<file path="config.mk">
export PLATFORM = sky130hd
export DESIGN_NAME = stepdiv_ctrl
export DESIGN_NICKNAME = d
export VERILOG_FILES = /design/src/rtl/stepdiv_pkg.sv /design/src/rtl/stepdiv_table.sv /design/src/rtl/stepdiv_period.sv /design/src/rtl/stepdiv_ctrl.sv
export SDC_FILE = /design/constraint.sdc
export NUM_CORES = 1
export LEC_CHECK = 0
export BUFFER_PORTS_ARGS = -buffer_cell sky130_fd_sc_hd__clkbuf_2
export CAP_MARGIN = 10
export CORE_MARGIN = 2
export CORE_UTILIZATION = 60
export CTS_BUF_LIST = sky130_fd_sc_hd__clkbuf_8
export DETAILED_ROUTE_END_ITERATION = 6
export PLACE_DENSITY = 0.8
export SKIP_CTS_REPAIR_TIMING = 1
export SLEW_MARGIN = 20
export SYNTH_ARGS = -nofsm -noshare
export SYNTH_HDL_FRONTEND = slang
export SYNTH_HIERARCHICAL = 1
export SYNTH_SLANG_ARGS = --single-unit
</file>
<file path="constraint.sdc">
create_clock -name clk -period 4.02 [get_ports clk]
set_clock_uncertainty 0.1 [all_clocks]
set_input_delay 0.201 -clock clk [delete_from_list [all_inputs] [get_ports clk]]
set_output_delay 0.201 -clock clk [all_outputs]
set_load 0.03 [all_outputs]
</file>
<file path="src/rtl/stepdiv_pkg.sv">
package stepdiv_pkg;
    typedef enum logic [1:0] {
        PH_IDLE = 2'd0,
        PH_RUN  = 2'd1,
        PH_DONE = 2'd2
    } phase_e;
endpackage

</file>
<file path="src/rtl/stepdiv_table.sv">
module stepdiv_table #(
    parameter int DEPTH     = 16,
    parameter int IDX_W     = 4,
    parameter int RATIO_W   = 4,
    parameter int NUM_UNITS = 4
) (
    input  logic                 clk,
    input  logic                 rst_n,
    input  logic                 wr_en_i,
    input  logic [IDX_W-1:0]     wr_addr_i,
    input  logic [RATIO_W-1:0]   wr_ratio_i,
    input  logic [NUM_UNITS-1:0] wr_mask_i,
    input  logic [IDX_W-1:0]     ratio_addr_i,
    output logic [RATIO_W-1:0]   ratio_o,
    input  logic [IDX_W-1:0]     mask_addr_i,
    output logic [NUM_UNITS-1:0] mask_o
);
    logic [RATIO_W-1:0]   ratio_q [DEPTH];
    logic [NUM_UNITS-1:0] mask_q  [DEPTH];

    for (genvar e = 0; e < DEPTH; e++) begin : g_entry
        logic                 hit;
        logic [RATIO_W-1:0]   ratio_d;
        logic [NUM_UNITS-1:0] mask_d;

        always_comb begin
            hit     = wr_en_i && (wr_addr_i == IDX_W'(e));
            ratio_d = hit ? wr_ratio_i : ratio_q[e];
            mask_d  = hit ? wr_mask_i  : mask_q[e];
        end

        always_ff @(posedge clk or negedge rst_n) begin
            if (!rst_n) begin
                ratio_q[e] <= '0;
                mask_q[e]  <= '0;
            end else begin
                ratio_q[e] <= ratio_d;
                mask_q[e]  <= mask_d;
            end
        end
    end

    assign ratio_o = ratio_q[ratio_addr_i];
    assign mask_o  = mask_q[mask_addr_i];
endmodule

</file>
<file path="src/rtl/stepdiv_period.sv">
module stepdiv_period #(
    parameter int RATIO_W = 4
) (
    input  logic               clk,
    input  logic               rst_n,
    input  logic               run_i,
    input  logic               load_i,
    input  logic [RATIO_W-1:0] ratio_i,
    output logic               tick_o
);
    typedef struct packed {
        logic [RATIO_W-1:0] cnt;
        logic [RATIO_W-1:0] ratio;
    } div_t;

    div_t div_d, div_q;

    assign tick_o = run_i && (div_q.cnt == div_q.ratio - 1'b1);

    always_comb begin
        div_d = div_q;
        if (load_i) begin
            div_d.cnt   = '0;
            div_d.ratio = ratio_i;
        end else if (tick_o) begin
            div_d.cnt = '0;
        end else if (run_i) begin
            div_d.cnt = div_q.cnt + 1'b1;
        end
    end

    always_ff @(posedge clk or negedge rst_n) begin
        if (!rst_n) begin
            div_q.cnt   <= '0;
            div_q.ratio <= RATIO_W'(1);
        end else begin
            div_q <= div_d;
        end
    end
endmodule

</file>
<file path="src/rtl/stepdiv_ctrl.sv">
module stepdiv_ctrl
    import stepdiv_pkg::*;
#(
    parameter  int STEPS_MAX = 16,
    parameter  int RATIO_W   = 4,
    parameter  int NUM_UNITS = 4,
    localparam int IDX_W     = $clog2(STEPS_MAX),
    localparam int CNT_W     = IDX_W + 1
) (
    input  logic                 clk,
    input  logic                 rst_n,
    input  logic                 start_i,
    input  logic [CNT_W-1:0]     num_steps_i,
    input  logic                 wr_en_i,
    input  logic [IDX_W-1:0]     wr_addr_i,
    input  logic [RATIO_W-1:0]   wr_ratio_i,
    input  logic [NUM_UNITS-1:0] wr_mask_i,
    output logic                 tick_o,
    output logic [NUM_UNITS-1:0] unit_en_o,
    output logic [IDX_W-1:0]     step_o,
    output logic                 done_o
);
    typedef struct packed {
        phase_e             phase;
        logic [IDX_W-1:0]   step;
        logic [CNT_W-1:0]   len;
    } seq_t;

    seq_t seq_d, seq_q;

    logic                 wr_ok;
    logic [IDX_W-1:0]     rd_addr;
    logic [RATIO_W-1:0]   ratio_raw;
    logic [RATIO_W-1:0]   ratio_eff;
    logic [NUM_UNITS-1:0] mask_cur;
    logic                 div_tick;
    logic                 div_load;
    logic                 is_last;
    logic                 running;

    assign running = (seq_q.phase == PH_RUN);
    assign wr_ok   = wr_en_i && !running && !start_i;
    assign rd_addr = start_i ? '0 : seq_q.step + 1'b1;

    stepdiv_table #(
        .DEPTH     (STEPS_MAX),
        .IDX_W     (IDX_W),
        .RATIO_W   (RATIO_W),
        .NUM_UNITS (NUM_UNITS)
    ) table_i (
        .clk          (clk),
        .rst_n        (rst_n),
        .wr_en_i      (wr_ok),
        .wr_addr_i    (wr_addr_i),
        .wr_ratio_i   (wr_ratio_i),
        .wr_mask_i    (wr_mask_i),
        .ratio_addr_i (rd_addr),
        .ratio_o      (ratio_raw),
        .mask_addr_i  (seq_q.step),
        .mask_o       (mask_cur)
    );

    assign ratio_eff = (ratio_raw == '0) ? RATIO_W'(1) : ratio_raw;

    stepdiv_period #(
        .RATIO_W (RATIO_W)
    ) period_i (
        .clk     (clk),
        .rst_n   (rst_n),
        .run_i   (running),
        .load_i  (div_load),
        .ratio_i (ratio_eff),
        .tick_o  (div_tick)
    );

    always_comb begin
        seq_d    = seq_q;
        div_load = 1'b0;
        is_last  = ({1'b0, seq_q.step} == seq_q.len - 1'b1);
        if (start_i) begin
            seq_d.step = '0;
            seq_d.len  = num_steps_i;
            if (num_steps_i == '0) begin
                seq_d.phase = PH_DONE;
            end else begin
                seq_d.phase = PH_RUN;
                div_load    = 1'b1;
            end
        end else if (running && div_tick) begin
            if (is_last) begin
                seq_d.phase = PH_DONE;
            end else begin
                seq_d.step = seq_q.step + 1'b1;
                div_load   = 1'b1;
            end
        end
    end

    always_ff @(posedge clk or negedge rst_n) begin
        if (!rst_n) begin
            seq_q.phase <= PH_IDLE;
            seq_q.step  <= '0;
            seq_q.len   <= '0;
        end else begin
            seq_q <= seq_d;
        end
    end

    assign tick_o    = div_tick;
    assign unit_en_o = running ? mask_cur : '0;
    assign step_o    = seq_q.step;
    assign done_o    = (seq_q.phase == PH_DONE);
endmodule

</file>
Yosys cells after proc, flatten, opt, wreduce, memory -nomap -nowiden
Cells that the tools add are included.
{"block": "word_totals", "register_bits": 147, "out_inout_bits": 10, "elab_cells": 116, "inputBits": 21, "mem_count": 0, "romBits": 0, "latch_bits": 0, "mem_bits_rw": 0}
{"block": "op_classes", "shift": 0, "n_reduce_logical": 30, "mux": 21, "eq_ne": 20, "magnitude_cmp": 2, "mul": 0, "div_mod_pow": 0, "n_bitwise": 2, "add_sub_neg": 4}
{"operator": "4-bit 2-to-1 mux", "n": 11}
{"operator": "4-bit binary-select mux with 4-bit select", "n": 2}
{"operator": "4-bit equality test (second input constant)", "n": 8}
{"operator": "1-bit logical AND", "n": 20}
{"operator": "4-bit by 3-bit equality test with 1-bit output (second input constant)", "n": 4}
{"operator": "6-bit 2-to-1 mux", "n": 2}
{"operator": "5-bit greater-or-equal comparator (second input constant)", "n": 2}
{"operator": "4-bit NOT with 5-bit output", "n": 2}
{"operator": "4-bit by 1-bit adder with 4-bit output (second input constant)", "n": 2}
{"operator": "4-bit by 2-bit equality test with 1-bit output (second input constant)", "n": 2}
{"operator": "4-bit logical NOT", "n": 2}
{"operator": "4-bit by 5-bit equality test with 1-bit output", "n": 1}
{"operator": "5-bit logical NOT", "n": 1}
{"operator": "5-bit by 1-bit subtractor with 5-bit output (second input constant)", "n": 1}
{"operator": "4-bit by 1-bit equality test with 1-bit output (second input constant)", "n": 1}
{"operator": "4-bit equality test", "n": 1}
{"operator": "1-bit 2-to-1 mux", "n": 4}
{"operator": "2-bit 2-to-1 mux", "n": 2}
{"operator": "2-bit AND reduction", "n": 2}
{"operator": "2-bit nonzero test", "n": 2}
{"operator": "4-bit by 1-bit subtractor with 4-bit output (second input constant)", "n": 1}
{"operator": "3-bit nonzero test", "n": 1}
{"operator": "2-bit by 1-bit equality test with 1-bit output (second input constant)", "n": 1}
{"operator": "2-bit equality test (second input constant)", "n": 1}
{"operator": "2 further kinds", "n": 3}

Logic depth before layout (Yosys ltp)
Gate-level depths: netlist (run 1).
{"block": "depth", "word_depth": 8, "mapped_depth": 12, "mapped_depth_nobuf": 11}

Hierarchy
Netlist (run 1), hierarchy kept.
{"mod": "stepdiv_table", "seq_area_each_um2": 3203.1, "cells_per_inst": 372, "area_per_inst_um2": 5908.2, "n_inst": 1}
{"mod": "stepdiv_ctrl", "seq_area_each_um2": 275.3, "cells_per_inst": 85, "area_per_inst_um2": 765.7, "n_inst": 1}
{"mod": "stepdiv_period", "seq_area_each_um2": 201.4, "cells_per_inst": 45, "area_per_inst_um2": 480.5, "n_inst": 1}

Least setup slack after synthesis (run 1)
OpenSTA, ideal clock, no wires.
{"block": "synth_timing", "path_type": "register to register", "startpoint": "register period_i/div_q[0] (netlist bit)", "endpoint": "register period_i/div_q[3] (netlist bit)", "period_less_slack_ns": 3.140, "path_buffers": 1, "slack_ns": 0.880, "arrival_ns": 2.912, "setup_time_ns": 0.128, "path_stages_with_launch": 11, "required_ns": 3.792, "path_cell_list": "dfstp_2 -> inv_1 -> ha_1 -> xor2_1 -> nand3_1 -> nor3_4 -> nand2_1 -> or2_1 -> o21ai_0 -> clkbuf_1 -> mux2_1"}
{"block": "synth_via", "elab_chain_cells": 6}
{"element": "start, declared", "line": "stepdiv_period.sv:16", "source": "div_t div_d, div_q;"}
{"element": "start signal, assigned", "line": "stepdiv_period.sv:37", "source": "div_q <= div_d;"}
{"element": "4-bit by 1-bit subtractor with 4-bit output", "line": "stepdiv_period.sv:18", "source": "assign tick_o = run_i && (div_q.cnt == div_q.ratio - 1'b1);"}
{"element": "4-bit equality test", "line": "stepdiv_period.sv:18"}
{"element": "1-bit logical AND", "line": "stepdiv_period.sv:18"}
{"element": "net tick_o", "line": "stepdiv_ctrl.sv:18", "source": "output logic tick_o,"}
{"element": "1-bit logical AND", "line": "stepdiv_ctrl.sv:89", "source": "end else if (running && div_tick) begin"}
{"element": "1-bit 2-to-1 mux", "line": "stepdiv_ctrl.sv:89"}
{"element": "1-bit 2-to-1 mux", "line": "stepdiv_ctrl.sv:80", "source": "if (start_i) begin"}
{"element": "net div_load", "line": "stepdiv_ctrl.sv:37", "source": "logic div_load;"}
The timed path passes the listed nets, and every way through them passes these cells.
A chain may end at the register's enable or synchronous reset.

Worst setup path after layout (run 1)
{"block": "layout_timing", "startpoint": "register seq_q, in the netlist step_o[1]", "endpoint": "register period_i/div_q[0] (netlist bit)"}
{"block": "layout_via", "elab_chain_cells": 8, "elab_cells_between_ends": 12, "classes_between": "1 x add/sub; 1 x eq/ne; 8 x mux; 1 x bitwise; 1 x reduce/logical"}
{"element": "start, declared", "line": "stepdiv_ctrl.sv:29", "source": "seq_t seq_d, seq_q;"}
{"element": "start signal, assigned", "line": "stepdiv_ctrl.sv:105", "source": "seq_q <= seq_d;"}
{"element": "4-bit by 1-bit adder with 4-bit output", "line": "stepdiv_ctrl.sv:43", "source": "assign rd_addr = start_i ? '0 : seq_q.step + 1'b1;"}
{"element": "4-bit 2-to-1 mux", "line": "stepdiv_ctrl.sv:43"}
{"element": "net rd_addr[1]", "line": "stepdiv_ctrl.sv:32", "source": "logic [IDX_W-1:0] rd_addr;"}
{"element": "4-bit NOT with 5-bit output (implied by the code)", "line": "stepdiv_table.sv:43", "source": "assign ratio_o = ratio_q[ratio_addr_i];"}
{"element": "4-bit binary-select mux with 4-bit select", "line": "stepdiv_table.sv:43"}
{"element": "4-bit 2-to-1 mux (implied by the code) (2 in a row)", "line": "stepdiv_table.sv:43"}
{"element": "net ratio_raw[3]", "line": "stepdiv_ctrl.sv:33", "source": "logic [RATIO_W-1:0] ratio_raw;"}
{"element": "4-bit logical NOT", "line": "stepdiv_ctrl.sv:63", "source": "assign ratio_eff = (ratio_raw == '0) ? RATIO_W'(1) : ratio_raw;"}
{"element": "4-bit 2-to-1 mux", "line": "stepdiv_ctrl.sv:63"}
{"element": "net ratio_eff[0]", "line": "stepdiv_ctrl.sv:34", "source": "logic [RATIO_W-1:0] ratio_eff;"}
The timed path passes the listed nets, and every way through them passes these cells. The select of a mux whose other input is x is not followed.

==> results of run 1 <==
final timing paths:
| path | to | cells past startpoint |
|---|---|---|
| setup / recovery | period_i/div_q[0] | 10 |
| hold / removal | step_o[0] | 2 |
| setup reg to reg | period_i/div_q[0] | 10 |
| hold reg to reg | table_i/mask_q[35] | 1 |
| max in group asynchronous | table_i/ratio_q[34] | 3 |
| min in group asynchronous | seq_q[3] | 2 |
stage by stage:
stage / cell area [sq um] / power [mW] / setup slack, ps / util
after global placement: 7360 / 2.45 / 1050 / 0.639
after detailed placement: 7360 / 2.50 / 1010 / 0.639
after CTS: 7840 / 3.87 / 954 / 0.681
final: 7900 / 3.85 / 945 / 0.686
after global routing: 7900 / 4.01 / 766 / 0.686
after floorplan: 7150 / 2.31 / 880 / -
layout make-up:
class / count / area (sq um) / area share
multi-input cells: 317 / 3280 / 0.415
repair buffers: 43 / 269 / 0.0340
clock inverters: 11 / 206 / 0.0261
clock buffers: 20 / 275 / 0.0348
inverters: 4 / 15.0 / 0.00190
well taps: 143 / 179 / 0.0226
flip-flops and latches: 147 / 3680 / 0.466
metal layers:
metal,track usage,part of all wire,routed length [microns],vias up
met2,0.413,0.48,7550,138
met5,0,0,0,-
met3,0.0616,0.048,755,23
met1,0.361,0.45,6960,2305
li1,-,-,-,1883
met4,0.103,0.021,325,0
cells in the final DEF, fill, tap and decap left out, types with 7 or more instances in the layout:
| cell | instances |
|---|---|
| nand3_1 | 19 |
| nor2_1 | 9 |
| mux2_2 | 116 |
| dfrtp_1 | 146 |
| buf_4 | 7 |
| clkbuf_2 | 29 |
| nor2b_1 | 11 |
| a22oi_1 | 9 |
| mux2_4 | 17 |
| o21ai_0 | 8 |
| nand2b_1 | 7 |
| clkbuf_8 | 20 |
| nor2_2 | 10 |
| nand2_1 | 18 |
| mux4_2 | 32 |
cell families (layout without fill, tap and decap cells):
family	after synthesis	in the layout	synth area share
multiplexers	167	167	0.322
flip-flops	147	147	0.514
AND/OR/NAND/NOR	104	104	0.0838
buffers and inverters	38	78	0.0276
AO/OA/AOI/OAI	28	28	0.0259
XOR/XNOR	14	14	0.0192
adder cells (fa/ha/maj)	4	4	0.00700
state kept, by name, indices dropped and copies added, names as in the netlist:
name / cells
step_o: 4
table_i/ratio_q: 64
seq_q: 7
table_i/mask_q: 64
period_i/div_q: 8
worst max-delay path, delay by kind of cell, from the launching register on:
| kind | cells | cell delay (ps) |
|---|---|---|
| DFF | 1 | 1010 |
| and+or+nand+nor | 5 | 660 |
| adders and majority gates | 1 | 380 |
| muxes | 1 | 330 |
| AOI/OAI and AO/OA | 2 | 290 |
| buffers and inverters | 1 | 230 |
power by group through the flow:
stage               sequential, mW  combinational [mW]  clock [mW]
finish                        1.85               0.626        1.37
detailed placement            1.88               0.620           0
global route                  1.88               0.678        1.45
floorplan                     1.82               0.488           0
CTS                           1.85               0.624        1.40
global placement              1.86               0.590           0
==> flow_summary.toml, run 1 <==
[placement]
dp_hpwl_mm = 10.4
gp_congestion = 0.838
portBuffers = 30
dp_cells = 648

[hold_path]
hold_start = "start_i"
hold_class = "in2reg"

[sta]
rsz0062_at_grt = "false"
fin_crit_sh = 0.765
hold_viol = 0
tightest_slew_ps = 1020
max_freq_mhz = 325
holdWs_ps = 135
setup_viol = 0
fin_tns_setup_ps = 0
slew_headroom = 0.323
final_max_slew_viol_count = 0
period_needed_ps = 3080

[route]
routed_wl_mm = 15.6
viasPerCell = 6.35
drtAntennaViolNets = 0
drt-pass1-iter-count = 7
num_vias = 4349
route.detailed.wl_per_inst_microns = 22.8
drc = 3
first_iter_violations = 261

[yosys]
yosysUniqueCellTypes = 46
yosysMostFrequentCell = "dfrtp_1"
synth_commonest_cells = "dfrtp_1, mux2_2, mux4_2"
syn_inst = 502
yosysTopAreaCellShare = 0.511
synth_largest_area_cell = "dfrtp_1"
ys.flop_type = "dfrtp_1"
synth_edf_count = 0
yosysSeqAreaShare = 0.514
ys_async_sr_fraction = 1.00
synth_area_leaders = "dfrtp_1, mux2_2, mux4_2"
avgSynthCellArea_sq_um = 14.3
syn_area_sq_um = 7150
yosysWarnings = 6
synth_nets = 527
ys_ff_latch = 147

[pwr]
p_per_area_nw_per_um2 = 487
p_sw_mw = 0.939
seq_power_share = 0.482
switching_share = 0.244
p_clk_frac = 0.356
power.leakage_nw = 3.61
irDropWorstVdd_v = 0.000256
power_frac_comb = 0.163
intPower_mw = 2.91

[global_routing]
grt_usage = 0.263
grt_start_max_net_pins = 91
grt_pass1_vias = 4634
overflow = 0
grt_antenna_before_repair = 0
grt_pass1_wl_mm = 25.2

[clocking]
cts_max_level = 4
cts_buffers = 17
clockBufferDepth = 2
tritoncts = "built"
ctsRootBufferMaster = "clkbuf_8"
clk_latency_ps = 450
cts.sinks = 147
clk_pin_slew_ps = 70

[setup_path]
rrSetupSlack_ps = 940
cp-startpoint = "step_o[1]"
crit_fanout = 21
worstPathArrival_ps = 3350
crit-reg2reg-launch = "step_o[1]"
end_kind = "flip-flop"
slowest_stage = "dfrtp_1"
critical_path_class = "reg2reg"
start_kind = "flip-flop"
crit_required_ps = 4300
slowest_delay_ps = 1010
cp_cell_sequence = "ha_1, nor2b_1, buf_4, mux4_2, a22oi_1, nand3_1, nor3_1, or2_2, nand2_1, o21ai_1"

[die]
dieArea_sq_um = 12800
die_w_microns = 113
dieHeight_microns = 113
ios = 31
rows = 39
start_util = 0.621
coreArea_sq_um = 11500

[cells_and_area]
area_growth_pct = 10.5
drive_gt1_frac = 0.470
nets = 555
finalNonFillerCells = 685
antenna_cells = 0
fillers = 774

[status]
outcome = "complete, but fails checks"
violations = "design-rule violations"

[flow_run]
maxCapViolations = 0
Note: power is estimated with default switching activity, not from simulation.
==> run 2, diff against run 1 <==
==> constraint.sdc (replaced) <==
create_clock -name clk -period 3 [get_ports clk]
set_clock_uncertainty 0.1 [all_clocks]
set_input_delay 0.15 -clock clk [delete_from_list [all_inputs] [get_ports clk]]
set_output_delay 0.15 -clock clk [all_outputs]
set_load 0.03 [all_outputs]
==> flow_summary.toml, run 2 (synthesized netlist as in run 1, its figures left out) <==
[placement]
portBuffers = 30
gp_congestion = 0.832
dp_cells = 656
placed_cell_area_sq_um = 7430
pre_cts_ws_ps = 251
dp_hpwl_mm = 10.0

[pwr]
switching_share = 0.261
irDropWorstVdd_v = 0.000372
p_per_area_nw_per_um2 = 606
power_frac_comb = 0.175
p_sw_mw = 1.24
p_total_mw = 4.76
seq_power_share = 0.521
power.leakage_nw = 3.62
intPower_mw = 3.52
p_clk_frac = 0.303

[sta]
tightest_slew_ps = 758
holdWs_ps = 93.0
final_max_slew_viol_count = 0
hold_viol = 0
rsz0062_at_grt = "false"
fin_ws_ps = 218
setup_viol = 0
max_freq_mhz = 359
fin_tns_setup_ps = 0
period_needed_ps = 2780
fin_crit_sh = 0.927
slew_headroom = 0.495

[clocking]
clk_latency_ps = 450
tritoncts = "built"
clockBufferDepth = 2
clk_pin_slew_ps = 80
cts.sinks = 147
ctsRootBufferMaster = "clkbuf_8"
cts_max_level = 4
cts_buffers = 17

[cells_and_area]
area_growth_pct = 9.90
drive_gt1_frac = 0.474
antenna_cells = 0
final_area_sq_um = 7860
nets = 563
layout_commonest_cell = "dfrtp_1"
final_util = 0.683
finalNonFillerCells = 692
final_cell_mix = "dfrtp_1, mux2_2, mux4_2, clkbuf_2, clkbuf_8"
reg_top3 = "table_i/mask_q: 64 flops, table_i/ratio_q: 64 flops, period_i/div_q: 8 flops"

[setup_path]
slowest_stage = "mux4_2"
slowest_delay_ps = 560
cp.depth = 6
path_delay_family = "multiplexers"
crit_fanout = 18
end_kind = "primary output"
worstPathArrival_ps = 2530
path_buf_inv = 2
critical_path_class = "reg2out"
cp_cell_sequence = "buf_6, mux4_2, a22oi_1, nand3_1, and2_1, clkbuf_2"
start_kind = "flip-flop"
crit_required_ps = 2750
rr_worst_depth = 11

[die]
start_util = 0.621
coreArea_sq_um = 11500
die_w_microns = 113
dieArea_sq_um = 12800
rows = 39
ios = 31
dieHeight_microns = 113

[global_routing]
grt_usage = 0.253
overflow = 0
grt_start_max_net_pins = 82
grt_pass1_vias = 4517
grt_antenna_before_repair = 0
grt_pass1_wl_mm = 24.4

[route]
dr_wl_met2_mm = 7.33
num_vias = 4298
drc = 4
first_iter_violations = 322
dr_wl_met3_microns = 738
drt-met1-wl_mm = 6.62
routed_wl_mm = 14.9
drt-pass1-iter-count = 7
viasPerCell = 6.21
route.detailed.wl_per_inst_microns = 21.5
drtAntennaViolNets = 0
top_layer = "met4"

[hold_path]
hold_class = "in2reg"
hold_path_depth = 3

[status]
violations = "design-rule violations"
outcome = "complete, but fails checks"

[flow_run]
maxCapViolations = 0
[run 2: path summary, 6_finish.rpt]
kind,start,endpoint,slack (ps)
worst max-delay path,step_o[0],unit_en_o[0],220
worst min-delay path,start_i,step_o[1],90
worst max register to register,period_i/div_q[0],period_i/div_q[4],240
worst min register to register,table_i/mask_q[55],table_i/mask_q[55],400
max in group asynchronous,rst_n,period_i/div_q[0],1760
min in group asynchronous,rst_n,table_i/ratio_q[30],200
[run 2: power groups by stage]
stage                     Sequential, mW  Combinational [mW]  Clock, mW
after CTS                           2.48               0.837       1.47
final                               2.48               0.835       1.44
after global routing                2.51               0.911       1.55
after global placement              2.49               0.793          0
after detailed placement            2.51               0.835          0
after floorplan                     2.44               0.655          0
[run 2: metal layers]
layer,global-route usage,up-vias
met5,0,-
met4,0.0878,0
met3,0.0605,18
met2,0.396,111
met1,0.352,2266
li1,-,1903
[run 2: layout make-up]
class	count	area (sq um)
Fill cell	798	3650
Multi-Input combinational cell	317	3280
Timing Repair Buffer	51	345
Tap cell	143	179
Sequential cell	147	3680
Inverter	4	15.0
Clock buffer	22	303
Clock inverter	8	61.3
[run 2: worst reg2reg max path, stage by stage (launching register included)]
cell and delay (ps):
dfstp_2 570, inv_1 70, ha_1 230, xor2_2 240
xor2_2 210, nor3_4 60, nand2_1 120, or2_1 150
o21ai_0 100, buf_4 230, or3b_2 460, o22ai_1 150
==> run 3, diff against run 2 <==
==> constraint.sdc (replaced) <==
create_clock -name clk -period 3 [get_ports clk]
set_clock_uncertainty 0.1 [all_clocks]
set_input_delay 0.45 -clock clk [delete_from_list [all_inputs] [get_ports clk]]
set_output_delay 0.45 -clock clk [all_outputs]
set_load 0.03 [all_outputs]
==> flow_summary.toml, run 3 (synthesized netlist as in run 1, its figures left out) <==
[cells_and_area]
drive_gt1_frac = 0.488
final_util = 0.684
antenna_cells = 0
layout_commonest_cell = "dfrtp_1"
final_cell_mix = "dfrtp_1, mux2_2, mux4_2, clkbuf_2, nand3_1"
final_area_sq_um = 7880
area_growth_pct = 10.2
reg_top3 = "table_i/mask_q: 64 flops, table_i/ratio_q: 64 flops, period_i/div_q: 8 flops"
nets = 557

[sta]
max_freq_mhz = 347
fin_tns_setup_ps = 0
tightest_slew_ps = 764
fin_ws_ps = 119
rsz0062_at_grt = "false"
fin_crit_sh = 0.960
holdWs_ps = 128
setup_viol = 0
period_needed_ps = 2880
hold_viol = 0
final_max_slew_viol_count = 0
slew_headroom = 0.491

[status]
violations = "design-rule violations"
outcome = "complete, but fails checks"

[die]
coreArea_sq_um = 11500
ios = 31
dieArea_sq_um = 12800
start_util = 0.621
die_w_microns = 113
dieHeight_microns = 113
rows = 39

[setup_path]
critical_path_class = "reg2out"
crit_required_ps = 2450
worstPathArrival_ps = 2330
crit_fanout = 17
end_kind = "primary output"
start_kind = "flip-flop"

[route]
viasPerCell = 6.24
num_vias = 4290
drt-pass1-iter-count = 7
routed_wl_mm = 14.8
drc = 4
first_iter_violations = 253
drtAntennaViolNets = 0
route.detailed.wl_per_inst_microns = 21.5

[global_routing]
grt_antenna_before_repair = 0
overflow = 0
grt_pass1_wl_mm = 24.4
grt_pass1_vias = 4553
grt_start_max_net_pins = 82
grt_usage = 0.253

[pwr]
p_per_area_nw_per_um2 = 622
irDropWorstVdd_v = 0.000411
power.leakage_nw = 3.60

[clocking]
cts_buffers = 17
ctsRootBufferMaster = "clkbuf_8"
clk_latency_ps = 450
clockBufferDepth = 2
cts.sinks = 147
tritoncts = "built"
cts_max_level = 4
clk_pin_slew_ps = 80

[placement]
placed_cell_area_sq_um = 7440
gp_congestion = 0.827
pre_cts_ws_ps = 316
portBuffers = 30
dp_hpwl_mm = 9.89

[hold_path]
hold_class = "in2reg"

[flow_run]
maxCapViolations = 0
[run 3: final cells by class]
type / count / area, sq um
Tap cell: 143 / 179
Fill cell: 778 / 3630
Multi-Input combinational cell: 317 / 3290
Sequential cell: 147 / 3680
Clock buffer: 18 / 248
Timing Repair Buffer: 45 / 309
Clock inverter: 14 / 160
Inverter: 4 / 15.0
[run 3: metrics by stage]
step	total power, mW	instances
4_1_cts	4.93	686
3_5_place_dp	3.35	654
3_3_place_gp	3.29	654
5_1_grt	5.13	688
6_report	4.90	688
2_1_floorplan	3.10	502
[run 3: worst paths after layout]
check	from	to	slack (ps)	cells past startpoint
worst max register to register	period_i/div_q[0]	period_i/div_q[4]	290	11
max in group asynchronous	rst_n	table_i/ratio_q[4]	1530	3
min in group asynchronous	rst_n	table_i/ratio_q[18]	500	2
worst min register to register	table_i/ratio_q[54]	table_i/ratio_q[54]	400	1
worst max-delay path	step_o[0]	unit_en_o[0]	120	6
worst min-delay path	num_steps_i[1]	seq_q[1]	130	3
[run 3: worst max-delay path: stages (launching register included)]
cell and delay [ps]:
dfrtp_2 440, buf_12 210, mux4_2 540, a22oi_2 240, nand3_1 110, and2_1 150, clkbuf_2 180
[run 3: routing by layer]
metal / up-vias / global-route usage / share of wire
met5: - / 0 / 0
met4: 0 / 0.0821 / 0.0097
met3: 12 / 0.0525 / 0.049
met2: 118 / 0.404 / 0.50
met1: 2274 / 0.353 / 0.44
li1: 1886 / - / -
[run 3: power breakdown]
part	leakage [nW]	total, mW	switching [mW]	internal, mW
logic	1.47	0.845	0.358	0.487
registers	1.92	2.47	0.181	2.29
clock network	0.211	1.59	0.746	0.840
total	3.60	4.90	1.29	3.62
